### src/rtl/mnd_pkg.sv
package mnd_pkg;

  localparam int ADDR_W = 3;
  localparam int DIV_W  = 5;
  localparam int SEL_W  = 3;

  localparam logic [ADDR_W-1:0] ADR_MVAL = 3'd0;
  localparam logic [ADDR_W-1:0] ADR_NINV = 3'd1;
  localparam logic [ADDR_W-1:0] ADR_DINV = 3'd2;
  localparam logic [ADDR_W-1:0] ADR_CFG  = 3'd3;
  localparam logic [ADDR_W-1:0] ADR_CMD  = 3'd4;
  localparam logic [ADDR_W-1:0] ADR_GATE = 3'd5;

  localparam logic [1:0] MODE_MND = 2'd2;

  typedef struct packed {
    logic [1:0]       mode;
    logic [SEL_W-1:0] src;
    logic [DIV_W-1:0] div;
  } cfg_t;

endpackage

### src/rtl/mnd_regs.sv
module mnd_regs
  import mnd_pkg::*;
#(
  parameter int CW      = 8,
  parameter int DW      = 16,
  parameter int UPD_TMO = 64
) (
  input  logic              clk,
  input  logic              rst,
  input  logic              wr_en,
  input  logic [ADDR_W-1:0] wr_addr,
  input  logic [DW-1:0]     wr_data,
  input  logic [ADDR_W-1:0] rd_addr,
  output logic [DW-1:0]     rd_data,
  input  logic              period_end,
  output logic              commit,
  output logic [CW-1:0]     act_m,
  output logic [CW-1:0]     act_ninv,
  output logic [CW-1:0]     act_dinv,
  output cfg_t              act_cfg,
  output logic              gate_en
);

  localparam int TW = $clog2(UPD_TMO + 1);
  localparam logic [TW-1:0] TMO_LAST = TW'(UPD_TMO - 1);

  logic [CW-1:0] sh_m, sh_ninv, sh_dinv;
  cfg_t          sh_cfg;
  logic          busy;
  logic [TW-1:0] wait_cnt;
  logic [DW-1:0] rd_mux;
  logic [13:0]   cfg_word;
  logic          unused_wbits;

  assign unused_wbits = ^{wr_data[DW-1:14], wr_data[11]};

  // commit at the active config's period end, or when the wait bound runs out
  assign commit = busy && (period_end || (wait_cnt == TMO_LAST));

  assign cfg_word = {sh_cfg.mode, 1'b0, sh_cfg.src, 3'b000, sh_cfg.div};

  always_comb begin
    rd_mux = '0;
    case (rd_addr)
      ADR_MVAL: rd_mux = DW'(sh_m);
      ADR_NINV: rd_mux = DW'(sh_ninv);
      ADR_DINV: rd_mux = DW'(sh_dinv);
      ADR_CFG:  rd_mux = DW'(cfg_word);
      ADR_CMD:  rd_mux = DW'(busy);
      ADR_GATE: rd_mux = DW'(gate_en);
      default:  rd_mux = '0;
    endcase
  end

  always_ff @(posedge clk) begin
    if (rst) begin
      sh_m     <= '0;
      sh_ninv  <= '0;
      sh_dinv  <= '0;
      sh_cfg   <= '0;
      act_m    <= '0;
      act_ninv <= '0;
      act_dinv <= '0;
      act_cfg  <= '0;
      gate_en  <= 1'b0;
      busy     <= 1'b0;
      wait_cnt <= '0;
      rd_data  <= '0;
    end else begin
      if (wr_en) begin
        case (wr_addr)
          ADR_MVAL: sh_m    <= wr_data[CW-1:0];
          ADR_NINV: sh_ninv <= wr_data[CW-1:0];
          ADR_DINV: sh_dinv <= wr_data[CW-1:0];
          ADR_CFG:  sh_cfg  <= '{mode: wr_data[13:12], src: wr_data[10:8], div: wr_data[4:0]};
          ADR_GATE: gate_en <= wr_data[0];
          default: ;
        endcase
      end
      if (commit) begin
        act_m    <= sh_m;
        act_ninv <= sh_ninv;
        act_dinv <= sh_dinv;
        act_cfg  <= sh_cfg;
        busy     <= 1'b0;
        wait_cnt <= '0;
      end else if (busy) begin
        wait_cnt <= wait_cnt + TW'(1);
      end else if (wr_en && (wr_addr == ADR_CMD) && wr_data[0]) begin
        busy <= 1'b1;
      end
      rd_data <= rd_mux;
    end
  end


  busy_bound_chk: assert property (@(posedge clk) disable iff (rst)
    busy |-> (wait_cnt < TW'(UPD_TMO)));


  commit_clears_chk: assert property (@(posedge clk) disable iff (rst)
    commit |=> !busy);


  act_hold_chk: assert property (@(posedge clk) disable iff (rst)
    ((act_m != $past(act_m)) || (act_cfg != $past(act_cfg))) |-> $past(commit));

endmodule

### src/rtl/mnd_prediv.sv
module mnd_prediv #(
  parameter int PW = 5
) (
  input  logic          clk,
  input  logic          rst,
  input  logic          restart,
  input  logic          tick_in,
  input  logic [PW-1:0] div,
  output logic          tick_out
);

  logic [PW-1:0] cnt;
  logic [PW-1:0] target;
  logic          ph;
  logic          bypass;

  assign bypass = (div == '0);
  // odd code: whole ratio base+1; even code: base, then base+1, alternating
  assign target = {1'b0, div[PW-1:1]} + PW'(div[0] | ph);

  always_ff @(posedge clk) begin
    if (rst || restart) begin
      cnt      <= '0;
      ph       <= 1'b0;
      tick_out <= 1'b0;
    end else begin
      tick_out <= 1'b0;
      if (tick_in) begin
        if (bypass) begin
          tick_out <= 1'b1;
        end else if (cnt + PW'(1) == target) begin
          tick_out <= 1'b1;
          cnt      <= '0;
          ph       <= ~ph;
        end else begin
          cnt <= cnt + PW'(1);
        end
      end
    end
  end


  cnt_range_chk: assert property (@(posedge clk) disable iff (rst)
    !bypass |-> (cnt < target));


  tick_follow_chk: assert property (@(posedge clk) disable iff (rst)
    tick_out |-> $past(tick_in));

endmodule

### src/rtl/mnd_mn_core.sv
module mnd_mn_core #(
  parameter int CW = 8
) (
  input  logic          clk,
  input  logic          rst,
  input  logic          restart,
  input  logic          tick,
  input  logic [CW-1:0] m,
  input  logic [CW-1:0] ninv,
  input  logic [CW-1:0] dinv,
  input  logic          mode_mnd,
  output logic          level,
  output logic          period_end
);

  logic [CW-1:0] acc;
  logic [CW-1:0] n_rec, n_eff, d_rec, d_cap, d_eff;
  logic [CW:0]   sum, nx;
  logic [CW-1:0] acc_nx;
  logic          lvl_n;
  logic          unused_carry;

  assign n_rec = ~ninv + m;
  assign n_eff = (n_rec == '0) ? CW'(1) : n_rec;
  assign d_rec = ~dinv;
  assign d_cap = (d_rec >= n_eff) ? (n_eff - CW'(1)) : d_rec;
  assign d_eff = (d_cap == '0) ? CW'(1) : d_cap;

  assign sum          = {1'b0, acc} + {1'b0, m};
  assign nx           = (sum >= {1'b0, n_eff}) ? (sum - {1'b0, n_eff}) : sum;
  assign acc_nx       = nx[CW-1:0];
  assign unused_carry = nx[CW];

  assign lvl_n      = mode_mnd ? (acc < d_eff) : ~level;
  assign period_end = tick && (mode_mnd ? (acc_nx == '0) : level);

  always_ff @(posedge clk) begin
    if (rst || restart) begin
      acc   <= '0;
      level <= 1'b0;
    end else if (tick) begin
      level <= lvl_n;
      acc   <= mode_mnd ? acc_nx : '0;
    end
  end


  acc_range_chk: assert property (@(posedge clk) disable iff (rst)
    (m < n_eff) |-> (acc < n_eff));


  toggle_chk: assert property (@(posedge clk) disable iff (rst)
    (tick && !restart && !mode_mnd) |=> (level != $past(level)));

endmodule

### src/rtl/mnd_clk_root.sv
module mnd_clk_root
  import mnd_pkg::*;
#(
  parameter int CW      = 8,
  parameter int DW      = 16,
  parameter int NSRC    = 8,
  parameter int UPD_TMO = 64
) (
  input  logic              clk,
  input  logic              rst,
  input  logic              wr_en,
  input  logic [ADDR_W-1:0] wr_addr,
  input  logic [DW-1:0]     wr_data,
  input  logic [ADDR_W-1:0] rd_addr,
  output logic [DW-1:0]     rd_data,
  input  logic [NSRC-1:0]   src_tick,
  output logic              clk_level,
  output logic              clk_out
);

  localparam int SEL_SPAN = 1 << SEL_W;

  logic [CW-1:0]       act_m, act_ninv, act_dinv;
  cfg_t                act_cfg;
  logic                gate_en, commit, period_end;
  logic                pd_tick, core_level, sel_tick;
  logic [SEL_SPAN-1:0] src_pad;

  always_comb begin
    src_pad           = '0;
    src_pad[NSRC-1:0] = src_tick;
    sel_tick          = src_pad[act_cfg.src];
  end

  mnd_regs #(.CW(CW), .DW(DW), .UPD_TMO(UPD_TMO)) regs_i (
    .clk(clk), .rst(rst), .wr_en(wr_en), .wr_addr(wr_addr), .wr_data(wr_data),
    .rd_addr(rd_addr), .rd_data(rd_data), .period_end(period_end), .commit(commit),
    .act_m(act_m), .act_ninv(act_ninv), .act_dinv(act_dinv), .act_cfg(act_cfg),
    .gate_en(gate_en)
  );

  mnd_prediv #(.PW(DIV_W)) prediv_i (
    .clk(clk), .rst(rst), .restart(commit), .tick_in(sel_tick),
    .div(act_cfg.div), .tick_out(pd_tick)
  );

  mnd_mn_core #(.CW(CW)) core_i (
    .clk(clk), .rst(rst), .restart(commit), .tick(pd_tick),
    .m(act_m), .ninv(act_ninv), .dinv(act_dinv),
    .mode_mnd(act_cfg.mode == MODE_MND), .level(core_level), .period_end(period_end)
  );

  always_ff @(posedge clk) begin
    if (rst) begin
      clk_level <= 1'b0;
      clk_out   <= 1'b0;
    end else begin
      clk_level <= core_level;
      clk_out   <= core_level & gate_en;
    end
  end


  gate_hold_chk: assert property (@(posedge clk) disable iff (rst)
    clk_out |-> $past(gate_en));

endmodule

### config.mk
export PLATFORM = sky130hd
export DESIGN_NAME = mnd_clk_root
export DESIGN_NICKNAME = d
export VERILOG_FILES = /design/src/rtl/mnd_pkg.sv /design/src/rtl/mnd_regs.sv /design/src/rtl/mnd_prediv.sv /design/src/rtl/mnd_mn_core.sv /design/src/rtl/mnd_clk_root.sv
export SDC_FILE = /design/constraint.sdc
export NUM_CORES = 1
export LEC_CHECK = 0
export BUFFER_PORTS_ARGS = -buffer_cell sky130_fd_sc_hd__buf_2
export CORE_ASPECT_RATIO = 1.2
export CORE_MARGIN = 2
export CORE_UTILIZATION = 29
export CTS_CLUSTER_SIZE = 25
export DETAILED_ROUTE_END_ITERATION = 10
export PLACE_DENSITY_LB_ADDON = 0.25
export SYNTH_ARGS = -nofsm -noshare
export SYNTH_HDL_FRONTEND = slang
export SYNTH_SLANG_ARGS = --single-unit
### constraint.sdc
create_clock -name clk -period 6.9 [get_ports clk]
set_clock_uncertainty 0.1 [all_clocks]
set_input_delay 0 -clock clk [delete_from_list [all_inputs] [get_ports clk]]
set_output_delay 0 -clock clk [all_outputs]
set_load 0.05 [all_outputs]
* Yosys cells after proc, flatten, opt, wreduce, memory -nomap -nowiden
Index checks and enable logic that the tools add are counted.
Cells by class: add/sub/neg operators 7, $mul 0, divide/modulo/power cells 0, $lt $le $gt $ge 4, eq/ne operators 13, shift operators 0, multiplexer cells 15, bitwise logic cells 8, reductions and logical operators 21
Operators with widths (number):
- $pmux W14 S6 | 1
- $mux W8 | 5
- $logic_not A8 Y1 | 3
- $not A8 Y8 | 2
- $eq A3 B2 Y1 const B | 4
- $eq A3 B3 Y1 const B | 4
- $reduce_and A2 Y1 | 6
- $add A8 B8 Y9 | 1
- $ge A9 B8 Y1 | 1
- $add A8 B8 Y8 | 1
- $ge A8 B8 Y1 | 1
- $lt A8 B8 Y1 | 1
- $sub A8 B1 Y8 const B | 1
- $sub A8 B8 Y8 | 1
- $add A7 B1 Y7 const B | 1
- $eq A7 B6 Y1 const B | 1
- $mux W1 | 7
- $eq A3 B1 Y1 const B | 2
- $logic_not A3 Y1 | 2
- $add A4 B5 Y5 | 1
- $add A5 B1 Y5 const B | 1
- $eq A5 B5 Y1 | 1
- $logic_not A5 Y1 | 1
- $mux W5 | 1
- 10 further kinds | 18
Storage, ports and cells: register bits 111, latch bits 0, memory bits (writable) 0, ROM bits 0, input port bits 33, output and inout bits 18, word-level logic and storage cells 91, memories kept 0

* Logic depth before layout (Yosys ltp)
Gate-level depths: netlist (run 1).
word-level depth 13, depth in mapped cells 27, mapped depth without buffers 26

* Modules after synthesis
A second synthesis (run 1) with hierarchy kept.
Unflattened totals: cells, all modules 738, area, all modules 6562.5 sq um
Modules (own cells, without submodules):
- mnd_regs | instances 1, cells an instance 383, area each 3839.9 sq um, seq. area each 1801.7 sq um
- mnd_mn_core | instances 1, cells an instance 288, area each 2125.8 sq um, seq. area each 180.2 sq um
- mnd_prediv | instances 1, cells an instance 59, area each 474.2 sq um, seq. area each 140.1 sq um
- mnd_clk_root | instances 1, cells an instance 8, area each 122.6 sq um, seq. area each 40.0 sq um

* Worst setup path before layout (run 1)
No wires, ideal clock.
kind register -> register, start point reg regs_i.act_ninv[1], end point reg core_i.level, library setup time 79 ps, arrival time 5160 ps, data required time 6721 ps, slack 1561 ps, cell stages (with the launch flop) 23, path buffers 1, clock period less this slack 5339 ps, path through dfxtp_1 inv_1 ha_1 a211o_1 a211oi_2 mux2i_1 nand2_1 o211ai_1 nor3_1 or2_2 ha_1 o21ai_0 a21oi_1 o311ai_4 buf_2 mux2_2 ha_1 a21oi_1 nor2_1 a2111oi_0 nand4_1 or4b_4 a211oi_2
On the way: longest elaborated chain between the ends 12, elaborated cells on any way between the ends 20, classes of those cells add/sub (3); order compare (3); mux (6); bitwise (1); reduce/logical (7)
RTL lines:
- start: declaration | RTL line mnd_regs.sv:18 | output logic [CW-1:0] act_ninv,
- start signal: assignment | RTL line mnd_regs.sv:82 | act_ninv <= sh_ninv;
- $not A8 Y8 * | RTL line mnd_mn_core.sv:23 | assign n_rec = ~ninv + m;
- $add A8 B8 Y8 * | RTL line mnd_mn_core.sv:23
- $logic_not A8 Y1 | RTL line mnd_mn_core.sv:24 | assign n_eff = (n_rec == '0) ? CW'(1) : n_rec;
- $mux W8 * | RTL line mnd_mn_core.sv:24
- parallel branches: the longest is 8 deep, another holds $sub A8 B1 Y8
- end signal: assignment | RTL line mnd_mn_core.sv:42 | level <= lvl_n;
- end: declaration | RTL line mnd_mn_core.sv:12 | output logic level,
Every way passes the cells marked *. A chain may end at the register's enable or synchronous reset.

* Worst setup path after layout (run 1)
start point reg regs_i.act_m[1], end point reg core_i.level
On the way: longest elaborated chain between the ends 11, elaborated cells on any way between the ends 20, classes of those cells add/sub (4); order compare (3); mux (6); reduce/logical (7)
RTL lines:
- start: declaration | RTL line mnd_regs.sv:17 | output logic [CW-1:0] act_m,
- start signal: assignment | RTL line mnd_regs.sv:81 | act_m <= sh_m;
- parallel branches: the longest is 11 deep, another holds $add A8 B8 Y8
Several ways; the timed one is not identified.

==> results of run 1 <==
-- per-layer routing --
| metal | vias to the layer above | GRT usage [%] |
|---|---|---|
| met1 | 2274 | 17.53 |
| li1 | 2589 | - |
| met2 | 80 | 22.25 |
| met5 | - | 0 |
| met4 | 0 | 6.030 |
| met3 | 20 | 1.499 |
-- worst max-delay path by stage --
stage	start	endpoint	slack [ps]	depth (start not counted)
floorplan	regs_i.act_ninv[1]$_SDFFE_PP0P_	core_i.level$_SDFFE_PP0P_	1560	22
global placement	regs_i.act_m[0]$_SDFFE_PP0P_	core_i.level$_SDFFE_PP0P_	740	23
detailed placement	regs_i.act_m[0]$_SDFFE_PP0P_	core_i.level$_SDFFE_PP0P_	660	23
CTS	regs_i.act_m[0]$_SDFFE_PP0P_	core_i.level$_SDFFE_PP0P_	650	23
global route	regs_i.act_m[0]$_SDFFE_PP0P_	core_i.level$_SDFFE_PP0P_	100	23
finish	regs_i.act_m[1]$_SDFFE_PP0P_	core_i.level$_SDFFE_PP0P_	680	22
-- critical path, cell delays in order (launching register included) --
cell       delay, ps
dfxtp_1          470
inv_1            100
fa_1             450
nand2b_2         240
a2111oi_2        300
mux2i_1          170
nand2_1          120
o211ai_1         130
nor3_1           250
or2_2            200
ha_1             230
o21ai_0          170
a21oi_1          120
o311ai_4         620
o21ai_1          180
a21oi_2          230
ha_1             290
a21o_1           160
a21o_1           160
a2111oi_0        570
nand4_1          170
or4b_4           510
a211oi_2         210
-- kinds of logic (layout without fill, tap and decap cells) --
logic type	count (synthesis)	count (layout)	synth area share, %
adder cells (fa/ha/maj)	46	46	9.539
AND/OR/NAND/NOR	260	260	19.58
buffers and inverters	70	119	5.149
multiplexers	77	77	13.23
XOR/XNOR	30	30	4.191
flip-flops	108	108	34.48
AO/OA/AOI/OAI	133	133	13.77
other	1	3	0.05981
-- cells in the mapped netlist (all sizes together), types with 11 or more instances --
cell	number	area, um2
xnor2	16	140.1
nand2	62	235.2
nor3	15	75.07
o21ai	25	128.9
dfxtp	108	2162
buf	15	116.4
clkbuf	19	71.32
nor2b	15	93.84
and2	11	71.32
nand3	11	55.05
xor2	14	122.6
nand2b	11	71.32
a21oi	60	315.3
nor2	102	387.9
mux2i	66	660.6
ha	43	538.0
inv	36	135.1
-- power by group --
| part | internal, mW | switching [mW] | leakage [nW] | total (mW) |
|---|---|---|---|---|
| sequential | 0.629 | 0.00604 | 0.872 | 0.635 |
| clock | 0.322 | 0.246 | 0.151 | 0.568 |
| combinational | 0.0257 | 0.0388 | 2.16 | 0.0645 |
| total | 0.977 | 0.291 | 3.18 | 1.27 |
-- area by class of cell --
class	count	area share [%]
well taps	270	4.698
multi-input cells	549	52.76
inverters	36	1.879
clock inverters	6	1.322
repair buffers	67	6.090
flip-flops and latches	108	30.07
clock buffers	10	3.184
-- repair_timing --
item                                    in CTS  in global routing
hold buffers                                18                  0
resized for setup                            0                  0
endpoints found under the hold margin       41                  0
endpoints found under the setup margin       0                  0
==> results_dict.tcl, run 1 <==
set metrics [dict create \
    finalCoreUtilization_pct 34.05 \
    power_density_nw_per_um2 176.3 \
    min_from "rd_addr[0]" \
    worstPathMaxFanout 17 \
    rows 58 \
    fin_crit_sh_pct 90.17 \
    ios 51 \
    placed_cell_area_um2 6686 \
    drt-total-wl_mm 15.11 \
    final_area_um2 7191 \
    ctsLongestPathBuffers 2 \
    grt_use_total_pct 13.35 \
    whs_ps 125.5 \
    pre_cts_slack_ps 660.0 \
    leakage_nw 3.179 \
    worstSetupPathType "reg2reg" \
    rrSetupSlack_ps 680 \
    synth_flop_cell "dfxtp_1" \
    first_pass_iters 4 \
    worstHoldEndpoint "regs_i.rd_data[6]$_SDFF_PP0_" \
    area_growth_pct 14.69 \
    dieHeight_um 165.1 \
    status "completed" \
    port_buffers 44 \
    slew_viol_final 0 \
    layout_common_cells "dfxtp_1 (108), nor2_1 (100), mux2i_1 (66), nand2_1 (61), a21oi_1 (56)" \
    hp-class "in2reg" \
    clk_pin_slew_ps 80 \
    yosysWarnings 0 \
    cts_max_level 3 \
    rr_endpoint "core_i.level$_SDFFE_PP0P_" \
    arrival_ps 6390 \
    ys_ff_latch 108 \
    antenna_found_initial 0 \
    drive_above_1_share_pct 13.27 \
    ys_types 66 \
    met2WireLength_mm 6.931 \
    grt_setup_unrepaired "no" \
    ys_seq_area_share_pct 34.48 \
    post-place-cells 1012 \
    seq_area_um2 2162 \
    via_count 4963 \
    fp.dieW_um 138.2 \
    die_area_um2 22820 \
    regMostFlops "regs_i.rd_data" \
    ant_nets 0 \
    startpoint_type "flop" \
    core_area_um2 21120 \
    grt_pass1_vias 4701 \
    synth-edff-count 0 \
    grt_pass1_wl_mm 24.36 \
    numCtsBuffers 9 \
    r2r_cells 22 \
    syn_area_um2 6270 \
    total_power_mw 1.268 \
    cts_tree "yes" \
    r2r_start "regs_i.act_m[1]$_SDFFE_PP0P_" \
    gp_congestion 0.8394 \
    synth.avg_cell_area_um2 8.648 \
    hold_viol_final 0 \
    synth_async_sr_flop_share_pct 0 \
    drtIter0Drc 146 \
    fin_crit_ps 6222 \
    insertion_delay_ps 360 \
    drc 0 \
    n_antenna_cell 0 \
    final-setup-viol-count 0 \
    setup_tns_ps 0 \
    start_util_pct 29.69 \
    gr-total-overflow 0 \
    max-slew-margin-rel_pct 28.24 \
    max_freq_mhz 160.7 \
    wl_per_cell_um 14.45 \
    layout.nets 850 \
    multiInputGateArea_um2 3794 \
    clock-root-buffer "clkbuf_16" \
    top_layer "met4" \
    fill_cells 2183 \
    cts.sinks 108 \
    wl_met3_um 363 \
    final.setup.worst_slack_ps 678.3 \
    layout_commonest_cell "dfxtp_1" \
    grt_max_degree 78 \
    postCtsSetupRepairBufs 0 \
    hpwl_mm 11.35 \
    vdd_drop_max_v 0.0001289 \
    cp-end-kind "flop" \
    largest_reg_flops 13 \
    syn_inst 725 \
    drt-met1-wl_mm 7.368 \
    cap_viol_max_count 0 \
    vias_per_cell 4.745 \
    whs_path_depth 4 \
    cp_data_required_time_ps 7070 \
    worst_slew_pin_slew_ps 1067 \
    finalNonFillerCells 1046 \
]
No activity file was read; power rests on OpenSTA's default activity.
==> run 2, diff against run 1 <==
--- a/config.mk
+++ b/config.mk
@@ -11,6 +11,7 @@
 export CORE_UTILIZATION = 29
 export CTS_CLUSTER_SIZE = 25
 export DETAILED_ROUTE_END_ITERATION = 10
+export GPL_TIMING_DRIVEN = 0
 export PLACE_DENSITY_LB_ADDON = 0.25
 export SYNTH_ARGS = -nofsm -noshare
 export SYNTH_HDL_FRONTEND = slang
==> constraint.sdc (replaced) <==
create_clock -name clk -period 6.9 [get_ports clk]
set_clock_uncertainty 0.1 [all_clocks]
set_input_delay 0.345 -clock clk [delete_from_list [all_inputs] [get_ports clk]]
set_output_delay 0.345 -clock clk [all_outputs]
set_load 0.05 [all_outputs]
==> run 2 against run 1 <==
Sequential share of layout area is 0.41 points higher. Worst hold slack better by 6.1 ps. Non-clock buffer count increased by 7. Total power shrank 6.7%. Routed wire length grew 4.4%. Sequential cell count did not move. Global-route usage is 0.78 points higher. Register-to-register slack got worse by 120 ps. Via count increased by 0.30%. Clock-buffer cell count unchanged.
==> results_dict.tcl, run 2 (synthesis results as in run 1) <==
set metrics [dict create \
    hp-class "in2reg" \
    vias_per_cell 4.727 \
    grt_pass1_vias 4881 \
    grt_pass1_wl_mm 25.81 \
    layout.nets 857 \
    slew_viol_final 0 \
    drtIter0Drc 167 \
    wl_per_cell_um 14.98 \
    ctsLongestPathBuffers 2 \
    antenna_found_initial 0 \
    hold_viol_final 0 \
    arrival_ps 6510 \
    regMostFlops "regs_i.rd_data" \
    drt-total-wl_mm 15.77 \
    drc 0 \
    worst_slew_pin_slew_ps 1021 \
    port_buffers 40 \
    clk_pin_slew_ps 80 \
    worstSetupPathType "reg2reg" \
    hold_buffers 0 \
    hpwl_mm 12.70 \
    max-slew-margin-rel_pct 31.79 \
    cts_resized 0 \
    max_freq_mhz 157.7 \
    cp-end-kind "flop" \
    finalCoreUtilization_pct 33.59 \
    final-setup-viol-count 0 \
    setup_tns_ps 0 \
    die_area_um2 22820 \
    fp.dieW_um 138.2 \
    start_util_pct 29.69 \
    fin_crit_sh_pct 91.90 \
    via_count 4978 \
    leakage_nw 3.130 \
    core_area_um2 21120 \
    fill_cells 2204 \
    rows 58 \
    grt_max_degree 19 \
    cp_data_required_time_ps 7070 \
    area_growth_pct 13.13 \
    dieHeight_um 165.1 \
    ant_nets 0 \
    gr-total-overflow 0 \
    fin_crit_ps 6341 \
    ios 51 \
    grt_setup_unrepaired "no" \
    layout_common_cells "dfxtp_1 (108), nor2_1 (100), mux2i_1 (66), nand2_1 (61), a21oi_1 (56)" \
    vdd_drop_max_v 0.0001457 \
    clock-root-buffer "clkbuf_16" \
    power_density_nw_per_um2 166.7 \
    numCtsBuffers 9 \
    cts_max_level 3 \
    insertion_delay_ps 350 \
    drive_above_1_share_pct 13.54 \
    layout_commonest_cell "dfxtp_1" \
    largest_reg_flops 13 \
    cts_tree "yes" \
    cts.sinks 108 \
    first_pass_iters 4 \
    rrSetupSlack_ps 560 \
    postCtsSetupRepairBufs 0 \
    startpoint_type "flop" \
    gp_congestion 0.8260 \
    status "completed" \
    grt_use_total_pct 14.14 \
    cap_viol_max_count 0 \
    worstPathMaxFanout 10 \
    n_antenna_cell 0 \
]
-- run 2: cell types whose count changed in the layout (fill, tap and decap cells not counted), sizes merged --
cell | before | now
buf | 49 | 55
bufinv | 2 | 0
clkbuf | 10 | 29
clkinv | 0 | 2
clkinvlp | 2 | 3
dlygate4sd3 | 18 | 0
inv | 38 | 37
-- run 2: per-layer routing --
metal  vias up  track usage (%)  part of all wire [%]
li1       2613                -                     -
met1      2258            17.61                    47
met2        84            25.11                    48
met3        23            2.163                   2.6
met4         0            4.731                   2.6
met5         -                0                     0
-- run 2: metrics by stage --
| stage | hold WS [ps] | instance area [um2] | std cells | total power [mW] | worst slack [ps] |
|---|---|---|---|---|---|
| 2_1_floorplan | 310.1 | 6277 | 727 | 0.6875 | 1561 |
| 3_3_place_gp | 316.9 | 6815 | 1037 | 0.7126 | 547.0 |
| 3_5_place_dp | 320.9 | 6815 | 1037 | 0.7128 | 588.7 |
| 4_1_cts | 121.4 | 7093 | 1053 | 1.198 | 539.0 |
| 5_1_grt | 147.1 | 7093 | 1053 | 1.232 | 96.15 |
| 6_report | 131.6 | 7093 | 1053 | 1.182 | 559.0 |
-- run 2: worst paths after layout --
kind | startpoint | to | cells after the start
hold / removal | wr_data[10] | regs_i.cfg_word[10]$_SDFFE_PP0P_ | 3
setup reg to reg | regs_i.act_m[1]$_SDFFE_PP0P_ | core_i.level$_SDFFE_PP0P_ | 24
hold reg to reg | regs_i.wait_cnt[6]$_SDFFE_PP0P_ | regs_i.wait_cnt[6]$_SDFFE_PP0P_ | 2
setup / recovery | regs_i.act_m[1]$_SDFFE_PP0P_ | core_i.level$_SDFFE_PP0P_ | 24
-- run 2: final cells by class --
cell class | count | area (um2) | share of cell area, %
repair buffers | 40 | 200.2 | 2.822
well taps | 270 | 337.8 | 4.763
inverters | 36 | 135.1 | 1.905
flip-flops and latches | 108 | 2162 | 30.48
clock inverters | 6 | 48.80 | 0.6880
multi-input cells | 549 | 3792 | 53.47
plain buffers | 34 | 187.7 | 2.646
clock buffers | 10 | 229.0 | 3.228
-- run 2: critical path, cell delays in order (launching register included) --
cell,delay (ps)
dfxtp_1,470
inv_1,100
fa_1,470
nand2b_2,250
a211oi_1,290
o31ai_1,120
nand2_2,180
o211ai_1,160
nor3_1,290
or2_2,200
ha_1,220
o21ai_0,180
a21oi_1,130
o311ai_4,450
buf_2,300
nand2_1,70
o21ai_0,160
inv_1,90
ha_1,290
nand4_1,130
nor2_1,70
a2111oi_0,670
nand4_1,160
or4b_4,530
a211oi_2,210
-- run 2: where the power goes --
| group | internal, mW | total, mW | switching [mW] |
|---|---|---|---|
| clock network | 0.248 | 0.485 | 0.237 |
| logic | 0.0222 | 0.0628 | 0.0407 |
| registers | 0.629 | 0.634 | 0.00543 |
| total | 0.899 | 1.18 | 0.283 |
